## src/rtl/spa_pkg.sv

```systemverilog
package spa_pkg;

  typedef enum logic [1:0] {
    CELL_BLACK = 2'd0,
    CELL_GRAY  = 2'd1,
    CELL_BUF   = 2'd2
  } cell_kind_e;

  function automatic bit is_pow2(input int unsigned v);
    return (v >= 2) && ((v & (v - 1)) == 0);
  endfunction

endpackage

```

## src/rtl/spa_preproc.sv

```systemverilog
module spa_preproc #(
  parameter int N = 32
) (
  input  logic [N-1:0] a,
  input  logic [N-1:0] b,
  input  logic         cin,
  output logic [N-1:0] gen,
  output logic [N-1:0] prop
);

  for (genvar i = 0; i < N; i++) begin : bit_gp
    assign prop[i] = a[i] ^ b[i];
    if (i == 0) begin : with_cin
      // carry-in folded into the lowest generate
      assign gen[i] = (a[i] & b[i]) | ((a[i] ^ b[i]) & cin);
    end else begin : plain
      assign gen[i] = a[i] & b[i];
    end
  end

  always_comb begin
    if (prop[0]) begin
      AST_CIN_FOLD: assert (gen[0] == cin) else $error("cin fold wrong");
    end
  end

endmodule

```

## src/rtl/spa_prefix_cell.sv

```systemverilog
module spa_prefix_cell
  import spa_pkg::*;
#(
  parameter cell_kind_e KIND = CELL_BUF
) (
  input  logic g_hi,
  input  logic p_hi,
  input  logic g_lo,
  input  logic p_lo,
  output logic g_out,
  output logic p_out
);

  if (KIND == CELL_BLACK) begin : black
    assign g_out = g_hi | (p_hi & g_lo);
    assign p_out = p_hi & p_lo;
  end else if (KIND == CELL_GRAY) begin : gray
    logic unused_plo;
    assign unused_plo = p_lo;
    assign g_out = g_hi | (p_hi & g_lo);
    assign p_out = 1'b0;
  end else begin : buffer
    logic unused_lo;
    assign unused_lo = g_lo | p_lo;
    assign g_out = g_hi;
    assign p_out = p_hi;
  end

endmodule

```

## src/rtl/spa_prefix_net.sv

```systemverilog
module spa_prefix_net
  import spa_pkg::*;
#(
  parameter int N = 32,
  localparam int LVL = $clog2(N)
) (
  input  logic [N-1:0] gen,
  input  logic [N-1:0] prop,
  output logic [N-1:0] grp_g
);

  // Up-sweep: black cells where column i closes a span of 2^k bits.
  for (genvar k = 1; k <= LVL; k++) begin : up
    localparam int SPAN = 1 << (k - 1);
    logic [N-1:0] g_in, p_in, g_out, p_out;

    if (k == 1) begin : src
      assign g_in = gen;
      assign p_in = prop;
    end else begin : src
      assign g_in = up[k-1].g_out;
      assign p_in = up[k-1].p_out;
    end

    for (genvar i = 0; i < N; i++) begin : col
      if (((i + 1) % (2 * SPAN)) == 0) begin : merge
        spa_prefix_cell #(.KIND(CELL_BLACK)) u_cell (
          .g_hi(g_in[i]), .p_hi(p_in[i]),
          .g_lo(g_in[i-SPAN]), .p_lo(p_in[i-SPAN]),
          .g_out(g_out[i]), .p_out(p_out[i])
        );
      end else begin : pass
        spa_prefix_cell #(.KIND(CELL_BUF)) u_cell (
          .g_hi(g_in[i]), .p_hi(p_in[i]),
          .g_lo(1'b0), .p_lo(1'b0),
          .g_out(g_out[i]), .p_out(p_out[i])
        );
      end
    end
  end

  logic [N-1:0] top_p;
  assign top_p = up[LVL].p_out;

  // Down-sweep: gray cells fill the columns left partial by the up-sweep.
  for (genvar d = 1; d < LVL; d++) begin : dn
    localparam int K    = LVL - d;
    localparam int SPAN = 1 << (K - 1);
    logic [N-1:0] g_in, g_out;
    logic [N-1:0] unused_p;

    if (d == 1) begin : src
      assign g_in = up[LVL].g_out;
    end else begin : src
      assign g_in = dn[d-1].g_out;
    end

    for (genvar i = 0; i < N; i++) begin : col
      if ((i >= (1 << K)) && (((i + 1) % (1 << K)) == SPAN)) begin : fill
        spa_prefix_cell #(.KIND(CELL_GRAY)) u_cell (
          .g_hi(g_in[i]), .p_hi(top_p[i]),
          .g_lo(g_in[i-SPAN]), .p_lo(1'b0),
          .g_out(g_out[i]), .p_out(unused_p[i])
        );
      end else begin : pass
        spa_prefix_cell #(.KIND(CELL_BUF)) u_cell (
          .g_hi(g_in[i]), .p_hi(1'b0),
          .g_lo(1'b0), .p_lo(1'b0),
          .g_out(g_out[i]), .p_out(unused_p[i])
        );
      end
    end
  end

  if (LVL == 1) begin : fin
    logic unused_tp;
    assign unused_tp = ^top_p;
    assign grp_g = up[LVL].g_out;
  end else begin : fin
    assign grp_g = dn[LVL-1].g_out;
  end

  // Each group generate must obey the ripple recurrence on the bit pairs.
  always_comb begin
    for (int i = 1; i < N; i++) begin
      if (gen[i]) begin
        AST_CARRY_MADE: assert (grp_g[i]) else $error("generate lost at %0d", i);
      end
      if (prop[i]) begin
        AST_CARRY_PASSED: assert (grp_g[i] == grp_g[i-1]) else $error("propagate broken at %0d", i);
      end
      if (!gen[i] && !prop[i]) begin
        AST_CARRY_KILLED: assert (!grp_g[i]) else $error("kill ignored at %0d", i);
      end
    end
  end

endmodule

```

## src/rtl/spa_sum_stage.sv

```systemverilog
module spa_sum_stage #(
  parameter int N = 32
) (
  input  logic [N-1:0] prop,
  input  logic [N-1:0] grp_g,
  input  logic         cin,
  output logic [N-1:0] sum,
  output logic         cout
);

  logic [N-1:0] carry_in;

  for (genvar i = 0; i < N; i++) begin : bit_sum
    if (i == 0) begin : low
      assign carry_in[i] = cin;
    end else begin : upper
      assign carry_in[i] = grp_g[i-1];
    end
    assign sum[i] = prop[i] ^ carry_in[i];
  end

  assign cout = grp_g[N-1];

endmodule

```

## src/rtl/spa_adder.sv

```systemverilog
module spa_adder
  import spa_pkg::*;
#(
  parameter int N = 32
) (
  input  logic [N-1:0] a,
  input  logic [N-1:0] b,
  input  logic         cin,
  output logic [N-1:0] sum,
  output logic         cout
);

  if (!is_pow2(N)) begin : bad_width
    $error("spa_adder: N must be a power of two, at least 2");
  end

  logic [N-1:0] gen, prop, grp_g;

  spa_preproc #(.N(N)) u_pre (
    .a(a), .b(b), .cin(cin), .gen(gen), .prop(prop)
  );

  spa_prefix_net #(.N(N)) u_net (
    .gen(gen), .prop(prop), .grp_g(grp_g)
  );

  spa_sum_stage #(.N(N)) u_sum (
    .prop(prop), .grp_g(grp_g), .cin(cin), .sum(sum), .cout(cout)
  );

  logic [N:0] arith;
  always_comb begin
    arith = {1'b0, a} + {1'b0, b} + {{N{1'b0}}, cin};
    AST_SUM_LOW: assert (sum == arith[N-1:0]) else $error("sum mismatch");
    AST_CARRY_OUT: assert (cout == arith[N]) else $error("carry-out mismatch");
  end

endmodule

```

## config.mk

```make
export PLATFORM = sky130hd
export DESIGN_NAME = spa_adder
export DESIGN_NICKNAME = d
export VERILOG_FILES = /design/src/rtl/spa_pkg.sv /design/src/rtl/spa_preproc.sv /design/src/rtl/spa_prefix_cell.sv /design/src/rtl/spa_prefix_net.sv /design/src/rtl/spa_sum_stage.sv /design/src/rtl/spa_adder.sv
export SDC_FILE = /design/constraint.sdc
export NUM_CORES = 1
export LEC_CHECK = 0
export BUFFER_PORTS_ARGS = -buffer_cell sky130_fd_sc_hd__buf_2
export CAP_MARGIN = 20
export CORE_MARGIN = 2
export CORE_UTILIZATION = 25
export DETAILED_ROUTE_END_ITERATION = 8
export SYNTH_ARGS = -nofsm -noshare
export SYNTH_HDL_FRONTEND = slang
export SYNTH_SLANG_ARGS = --single-unit
```

## constraint.sdc

```tcl
create_clock -name vclk -period 3.7
set_input_delay 0.37 -clock vclk [all_inputs]
set_output_delay 0.37 -clock vclk [all_outputs]
set_load 0.05 [all_outputs]
```

# [After elaboration in Yosys (flattened, before gate mapping)]
# Cells that the tools add are included.
[totals] romBits=0 mem_count=0 elab_cells=238 reg_bits=0 ramBits=0 latch_bits=0
[op_classes] eq_ne=0 shifts=0 n_mul=0 bitwise_logic=238 n_reduce_logical=0 n_mux=0 addsub=0 order_cmp=0 n_div=0
[op_table] operator="$and 1x1->1" count=116
[op_table] operator="$xor 1x1->1" count=64
[op_table] operator="$or 1x1->1" count=58

# [Depth between registers and ports, before layout]
# Gate-level depths: netlist of run 1.
[logic_depth] depth_word=20 depth_mapped=12 depth_no_buf=12

# [Hierarchy]
# Synthesis of run 1 repeated with hierarchy kept, for this count alone.
[unflattened] cells_unflattened=669 area_unflattened_um2=5121.2
[by_module_without_submodules] module="spa_prefix_cell (u_net.dn[1].col[0].pass.u_cell ...)" area_each_um2=15.0 cells_each=2 seq_area_each_um2=0.0 n_inst=262
[by_module_without_submodules] module="spa_prefix_cell (u_net.dn[1].col[23].fill.u_cell ...)" area_each_um2=18.8 cells_each=3 seq_area_each_um2=0.0 n_inst=26
[by_module_without_submodules] module="spa_preproc" area_each_um2=407.9 cells_each=33 seq_area_each_um2=0.0 n_inst=1
[by_module_without_submodules] module="spa_sum_stage" area_each_um2=287.8 cells_each=33 seq_area_each_um2=0.0 n_inst=1
[by_module_without_submodules] module="spa_prefix_net" area_each_um2=3.8 cells_each=1 seq_area_each_um2=0.0 n_inst=1

# [Worst setup path before layout of run 1]
# OpenSTA, ideal clock, no wires.
[synth_timing] path_type="in2out" startpoint="input a[0]" endpoint="output sum[19]" stages=11 setup_slack_ps=210 n_path_buf=0 required_time_ps=3330 arrival_time_ps=3120 path_cell_list="inv_1 > fa_1 > inv_1 > fa_1 > a211oi_2 > o21ai_2 > o2111ai_2 > o22ai_2 > a211o_1 > fa_1 > xor2_1"
[synth_via] elab_chain_cells=16 elab_cells_between_ends=17
[synth_lines] element="start, declared" line_no="spa_adder.sv:6" source="input logic [N-1:0] a,"
[synth_lines] element="$xor 1x1->1" line_no="spa_preproc.sv:15" source="assign gen[i] = (a[i] & b[i]) | ((a[i] ^ b[i]) & cin);"
[synth_lines] element="$and 1x1->1" line_no="spa_preproc.sv:15"
[synth_lines] element="$or 1x1->1 (*)" line_no="spa_preproc.sv:15"
[synth_lines] element="$and 1x1->1 (*)" line_no="spa_prefix_cell.sv:15" source="assign g_out = g_hi | (p_hi & g_lo);"
[synth_lines] element="$or 1x1->1 (*)" line_no="spa_prefix_cell.sv:15"
[synth_lines] element="$and 1x1->1 (*)" line_no="spa_prefix_cell.sv:15"
[synth_lines] element="$or 1x1->1 (*)" line_no="spa_prefix_cell.sv:15"
[synth_lines] element="$and 1x1->1 (*)" line_no="spa_prefix_cell.sv:15"
[synth_lines] element="$or 1x1->1 (*)" line_no="spa_prefix_cell.sv:15"
[synth_lines] element="$and 1x1->1 (*)" line_no="spa_prefix_cell.sv:15"
[synth_lines] element="$or 1x1->1 (*)" line_no="spa_prefix_cell.sv:15"
[synth_lines] element="$and 1x1->1 (*)" line_no="spa_prefix_cell.sv:20" source="assign g_out = g_hi | (p_hi & g_lo);"
[synth_lines] element="$or 1x1->1 (*)" line_no="spa_prefix_cell.sv:20"
[synth_lines] element="$and 1x1->1 (*)" line_no="spa_prefix_cell.sv:20"
[synth_lines] element="$or 1x1->1 (*)" line_no="spa_prefix_cell.sv:20"
[synth_lines] element="$xor 1x1->1 (*)" line_no="spa_sum_stage.sv:19" source="assign sum[i] = prop[i] ^ carry_in[i];"
[synth_lines] element="end, declared" line_no="spa_adder.sv:9" source="output logic [N-1:0] sum,"
# Mark *: on every way between the ends. The rest lies on a longest branch, timed or not.

# [Worst setup path in the final report of run 1]
[layout_timing] startpoint="input a[0]" endpoint="output sum[27]"
[layout_via] elab_chain_cells=18 elab_cells_between_ends=19
[layout_lines] element="$xor 1x1->1" line_no="spa_preproc.sv:15"
[layout_lines] element="$and 1x1->1" line_no="spa_preproc.sv:15"
[layout_lines] element="$or 1x1->1 (*)" line_no="spa_preproc.sv:15"
[layout_lines] element="$and 1x1->1 (*)" line_no="spa_prefix_cell.sv:15"
[layout_lines] element="$or 1x1->1 (*)" line_no="spa_prefix_cell.sv:15"
[layout_lines] element="$and 1x1->1 (*)" line_no="spa_prefix_cell.sv:15"
[layout_lines] element="$or 1x1->1 (*)" line_no="spa_prefix_cell.sv:15"
[layout_lines] element="$and 1x1->1 (*)" line_no="spa_prefix_cell.sv:15"
[layout_lines] element="(+2 left out)"
[layout_lines] element="$or 1x1->1 (*)" line_no="spa_prefix_cell.sv:15"
[layout_lines] element="$and 1x1->1 (*)" line_no="spa_prefix_cell.sv:20"
[layout_lines] element="$or 1x1->1 (*)" line_no="spa_prefix_cell.sv:20"
[layout_lines] element="$and 1x1->1 (*)" line_no="spa_prefix_cell.sv:20"
[layout_lines] element="$or 1x1->1 (*)" line_no="spa_prefix_cell.sv:20"
[layout_lines] element="$and 1x1->1 (*)" line_no="spa_prefix_cell.sv:20"
[layout_lines] element="$or 1x1->1 (*)" line_no="spa_prefix_cell.sv:20"
[layout_lines] element="$xor 1x1->1 (*)" line_no="spa_sum_stage.sv:19"
# Marks and branches as above.

==> results of run 1 <==
area by class of cell:
type               instances  share of cell area [%]
multi-input cells        124                   64.53
well taps                 70                   4.572
inverters                 27                   5.291
repair buffers            98                   25.60
worst min-delay path: stages:
cell   delay, ps
buf_2         90
fa_1         140
buf_2        250
per-stage QoR:
| step | hold WS (ps) | util [%] | instance area (um2) | cells | setup WS [ps] |
|---|---|---|---|---|---|
| after detailed placement | 1235 | 37.27 | 1916 | 319 | 241.6 |
| after floorplan | 1119 | - | 1338 | 151 | 210.0 |
| final | 1229 | 37.27 | 1916 | 319 | 273.3 |
| after CTS | 1236 | 37.27 | 1916 | 319 | 234.1 |
| after global routing | 1261 | 37.27 | 1916 | 319 | 25.37 |
| after global placement | 1232 | 37.27 | 1916 | 319 | 348.6 |
placed cells by master, fill, tap and decap left out, drive strengths merged:
cell and instances:
buf 98, a211o 1, nand2b 1, o21ai 9
xor2 10, or3 1, o211ai 1, a21oi 13
ha 30, nor2 1, fa 17, a21boi 1
a211oi 1, nor3 1, o2111ai 2, o21a 2
and4 1, o21bai 3, and2 1, o31ai 1
a221oi 1, inv 27, o22ai 1, a31oi 1
nand2 10, xnor2 5, a21o 5, nand4 4
routing by layer:
layer	up-vias	global-route usage (%)	part of all wire, %
met5	-	0	0
met4	0	0.7143	0.63
met3	2	1.647	6.2
met2	44	20.96	51
met1	628	13.47	43
li1	724	-	-
worst max-delay path by stage:
stage,from,end,slack [ps],cells past startpoint
after floorplan,a[0],sum[19],210,11
after global placement,a[0],sum[23],350,14
after detailed placement,b[0],sum[27],240,14
after CTS,b[0],sum[27],230,14
after global routing,b[0],sum[27],30,14
final,a[0],sum[27],270,14
power breakdown:
part / switching, mW / internal, mW
Combinational: 0.427 / 0.164
Clock: 0 / 0
Sequential: 0 / 0
Total: 0.427 / 0.164
cells by family (layout without fill, tap and decap cells):
family | count (synthesis) | after routing | synth area share [%]
compound gates | 42 | 42 | 21.52
simple gates | 20 | 20 | 7.577
fa+ha+maj | 47 | 47 | 53.51
xor+xnor | 15 | 15 | 9.822
buf+inv | 27 | 125 | 7.577
==> impl_metrics.json, run 1 <==
{
  "outcome": "completed",
  "gr-total-overflow": 0,
  "antenna_found_initial": 0,
  "max_slew_margin_pct": 79.45,
  "postCtsSetupBuffers": 0,
  "synth_cell_types": 31,
  "synth_top_cell_area_share_pct": 28.06,
  "syn_avg_cell_area_um2": 8.858,
  "netlist_instances": 151,
  "ioPinCount": 98,
  "yosysTopAreaCell": "ha_1",
  "maxCapViolCount": 0,
  "min_to": "sum[1]",
  "synth_area_um2": 1338,
  "multiInputGateArea_um2": 1236,
  "cp_common_cell": "fa_1",
  "slowest_stage": "fa_1",
  "powerDensity_nw_per_um2": 308.1,
  "crit_path_max_incr_delay_ps": 410,
  "start_util_pct": 26.02,
  "synth_nets": 263,
  "max_freq_ghz": 0.2918,
  "die_y_um": 77.15,
  "gp_congestion": 0.7410,
  "nNetsFinal": 363,
  "fin_crit_ps": 3427,
  "finalSetupViolations": 0,
  "drcViolationCount": 0,
  "endpoint_kind": "primary output",
  "cp-start-kind": "input port",
  "crit_family": "compound AO/OA/AOI/OAI gates",
  "grt_setup_unrepaired": "no",
  "cts_hold_buffers": 0,
  "peakVddDrop_v": 0.0001251,
  "fillCellCount": 584,
  "critPathRequiredTime_ps": 3330,
  "power_mw": 0.5901,
  "critPathArrivalTime_ps": 3060,
  "drtIter0Drc": 21,
  "ys_seq_area_share_pct": 0,
  "cts_resized": 0,
  "portBuffers": 98,
  "dp_hpwl_mm": 3.224,
  "synthToLayoutAreaGrowth_pct": 43.22,
  "synthTopCellsByArea": "ha_1 (28%), fa_1 (25%), inv_1 (7.6%)",
  "firstDrtPassIters": 4,
  "routed_via_density": 4.382,
  "drive_above_1_share_pct": 41.77,
  "worstSetupPathType": "in -> out",
  "design.core.area_um2": 5140,
  "tightest_slew_ps": 308.3,
  "die_area_um2": 5951,
  "seq_cell_count": 0,
  "die_w_um": 77.15,
  "diodes": 0,
  "synth_commonest_cells": "ha_1 (30), inv_1 (27), fa_1 (17)",
  "first_global_vias": 1385,
  "nClkBuffers": 0,
  "grt_pass1_wl_mm": 5.664,
  "hp-class": "in -> out",
  "ff_latch_area_um2": 0,
  "crit_buf_inv": 4,
  "path_cells": "buf_2 > inv_1 > fa_1 > inv_1 > fa_1 > a211oi_2 > o21ai_2 > o2111ai_2 > o22ai_2 > a21boi_1 > o21ai_1 > fa_1 > xor2_1 > buf_2",
  "yosysWarnings": 0,
  "cellLeakagePower_nw": 1.095,
  "min-delay-start": "b[1]",
  "row_count": 26,
  "grt.total_usage_pct": 10.99,
  "finalSetupTns_ps": 0,
  "routed_wl_mm": 3.330,
  "synth.most_common_cell": "ha_1",
  "finalHoldViolCount": 0,
  "final_antenna_net_count": 0,
  "vias": 1398,
  "cp_max_fo": 5,
  "grt_max_degree": 6,
  "holdPathStages": 3,
  "detail_route.wl_per_cell_um": 10.44,
  "maxSlewViolCount": 0,
  "fin_crit_sh_pct": 92.61
}
Note: power is estimated with default switching activity, not from simulation.
==> inputs of run 2 (changes only) <==
--- a/config.mk
+++ b/config.mk
@@ -5,7 +5,7 @@
 export SDC_FILE = /design/constraint.sdc
 export NUM_CORES = 1
 export LEC_CHECK = 0
-export BUFFER_PORTS_ARGS = -buffer_cell sky130_fd_sc_hd__buf_2
+export BUFFER_PORTS_ARGS = -buffer_cell sky130_fd_sc_hd__buf_4
 export CAP_MARGIN = 20
 export CORE_MARGIN = 2
 export CORE_UTILIZATION = 25
==> run 2 against run 1 <==
Compared with the run above:
- first-iteration DRC count down 14%
- largest cell class unchanged
- largest power group unchanged
- critical path type unchanged
- critical path depth unchanged
- highest routed layer is now met3
- worst hold slack worse by 70 ps
==> impl_metrics.json, run 2 (synthesis results as in run 1) <==
{
  "place_inst": 319,
  "path_cells": "buf_4 > inv_1 > fa_1 > inv_1 > fa_1 > a211oi_2 > o21ai_2 > o2111ai_2 > o22ai_2 > a21boi_1 > o21ai_1 > fa_1 > xor2_1 > buf_4",
  "antenna_found_initial": 0,
  "routed_wl_mm": 3.405,
  "power_mw": 0.6608,
  "min-delay-start": "b[1]",
  "crit_path_max_incr_delay_ps": 410,
  "max_slew_margin_pct": 76.83,
  "postLayoutCoreUtil_pct": 42.04,
  "cellLeakagePower_nw": 1.180,
  "diodes": 0,
  "holdPathStages": 3,
  "cp-start-kind": "input port",
  "nNetsFinal": 363,
  "start_util_pct": 26.02,
  "finalHoldViolCount": 0,
  "critPathRequiredTime_ps": 3330,
  "vias": 1396,
  "tightest_slew_ps": 347.5,
  "hp-class": "in -> out",
  "routed_via_density": 4.376,
  "drcViolationCount": 0,
  "postCtsSetupBuffers": 0,
  "cp_max_fo": 5,
  "fin_crit_ps": 3377,
  "cp_common_cell": "fa_1",
  "min_to": "sum[1]",
  "design.core.area_um2": 5140,
  "gp_congestion": 0.7651,
  "finalSetupViolations": 0,
  "final_cell_mix": "buf_4 (98), ha_1 (30), inv_1 (27)",
  "final_antenna_net_count": 0,
  "crit_buf_inv": 4,
  "drive_above_1_share_pct": 41.77,
  "dpl_cell_area_um2": 2161,
  "powerDensity_nw_per_um2": 305.8,
  "layoutNonFillerInstCount": 319,
  "synthToLayoutAreaGrowth_pct": 61.55,
  "cts_resized": 0,
  "dp_hpwl_mm": 3.227,
  "crit_family": "compound AO/OA/AOI/OAI gates",
  "detail_route.wl_per_cell_um": 10.67,
  "first_global_vias": 1442,
  "outcome": "completed",
  "drtIter0Drc": 18,
  "die_area_um2": 5951,
  "endpoint_kind": "primary output",
  "peakVddDrop_v": 0.0001418,
  "max_freq_ghz": 0.2961,
  "cts_hold_buffers": 0,
  "finalSetupTns_ps": 0,
  "ioPinCount": 98,
  "grt_max_degree": 6,
  "seq_cell_count": 0,
  "fin_area_um2": 2161,
  "critPathArrivalTime_ps": 3010,
  "grt.total_usage_pct": 11.62,
  "row_count": 26,
  "nClkBuffers": 0,
  "mostFrequentLayoutCell": "buf_4",
  "fin_crit_sh_pct": 91.26,
  "slowest_stage": "fa_1",
  "worstSetupPathType": "in -> out",
  "dp_worst_setup_slack_ps": 322.7,
  "maxCapViolCount": 0,
  "portBuffers": 98,
  "timing.hold.ws_ps": 1159,
  "die_y_um": 77.15,
  "gr-total-overflow": 0,
  "ff_latch_area_um2": 0,
  "firstDrtPassIters": 4,
  "final.setup.worst_slack_ps": 323.3,
  "die_w_um": 77.15,
  "maxSlewViolCount": 0,
  "grt_setup_unrepaired": "no",
  "grt_pass1_wl_mm": 6.092
}
run 2: cell counts in the layout (fill, tap and decap cells not counted):
No cell type changed its count.
run 2: where the power goes:
group	switching, mW	internal (mW)	leakage, nW
clock network	0	0	0
logic	0.431	0.229	1.18
registers	0	0	0
total	0.431	0.229	1.18
run 2: worst max path at each step:
stage | startpoint | end | slack [ps] | cells past startpoint
floorplan | a[0] | sum[19] | 210 | 11
finish | a[0] | sum[27] | 320 | 14
detailed placement | a[0] | sum[27] | 320 | 14
CTS | a[0] | sum[27] | 320 | 14
global route | a[0] | sum[27] | 100 | 14
global placement | a[0] | sum[23] | 380 | 14
run 2: cell type report:
class,count,area [um2]
Multi-Input combinational cell,124,1236
Timing Repair Buffer,98,735.7
Fill cell,544,2979
Inverter,27,101.3
Tap cell,70,87.58
run 2: per-layer routing:
layer | wire (um) | GRT usage [%]
met1 | 1478 | 16.02
met2 | 1725 | 21.04
met3 | 201 | 0.8235
met4 | 0 | 0
met5 | 0 | 0
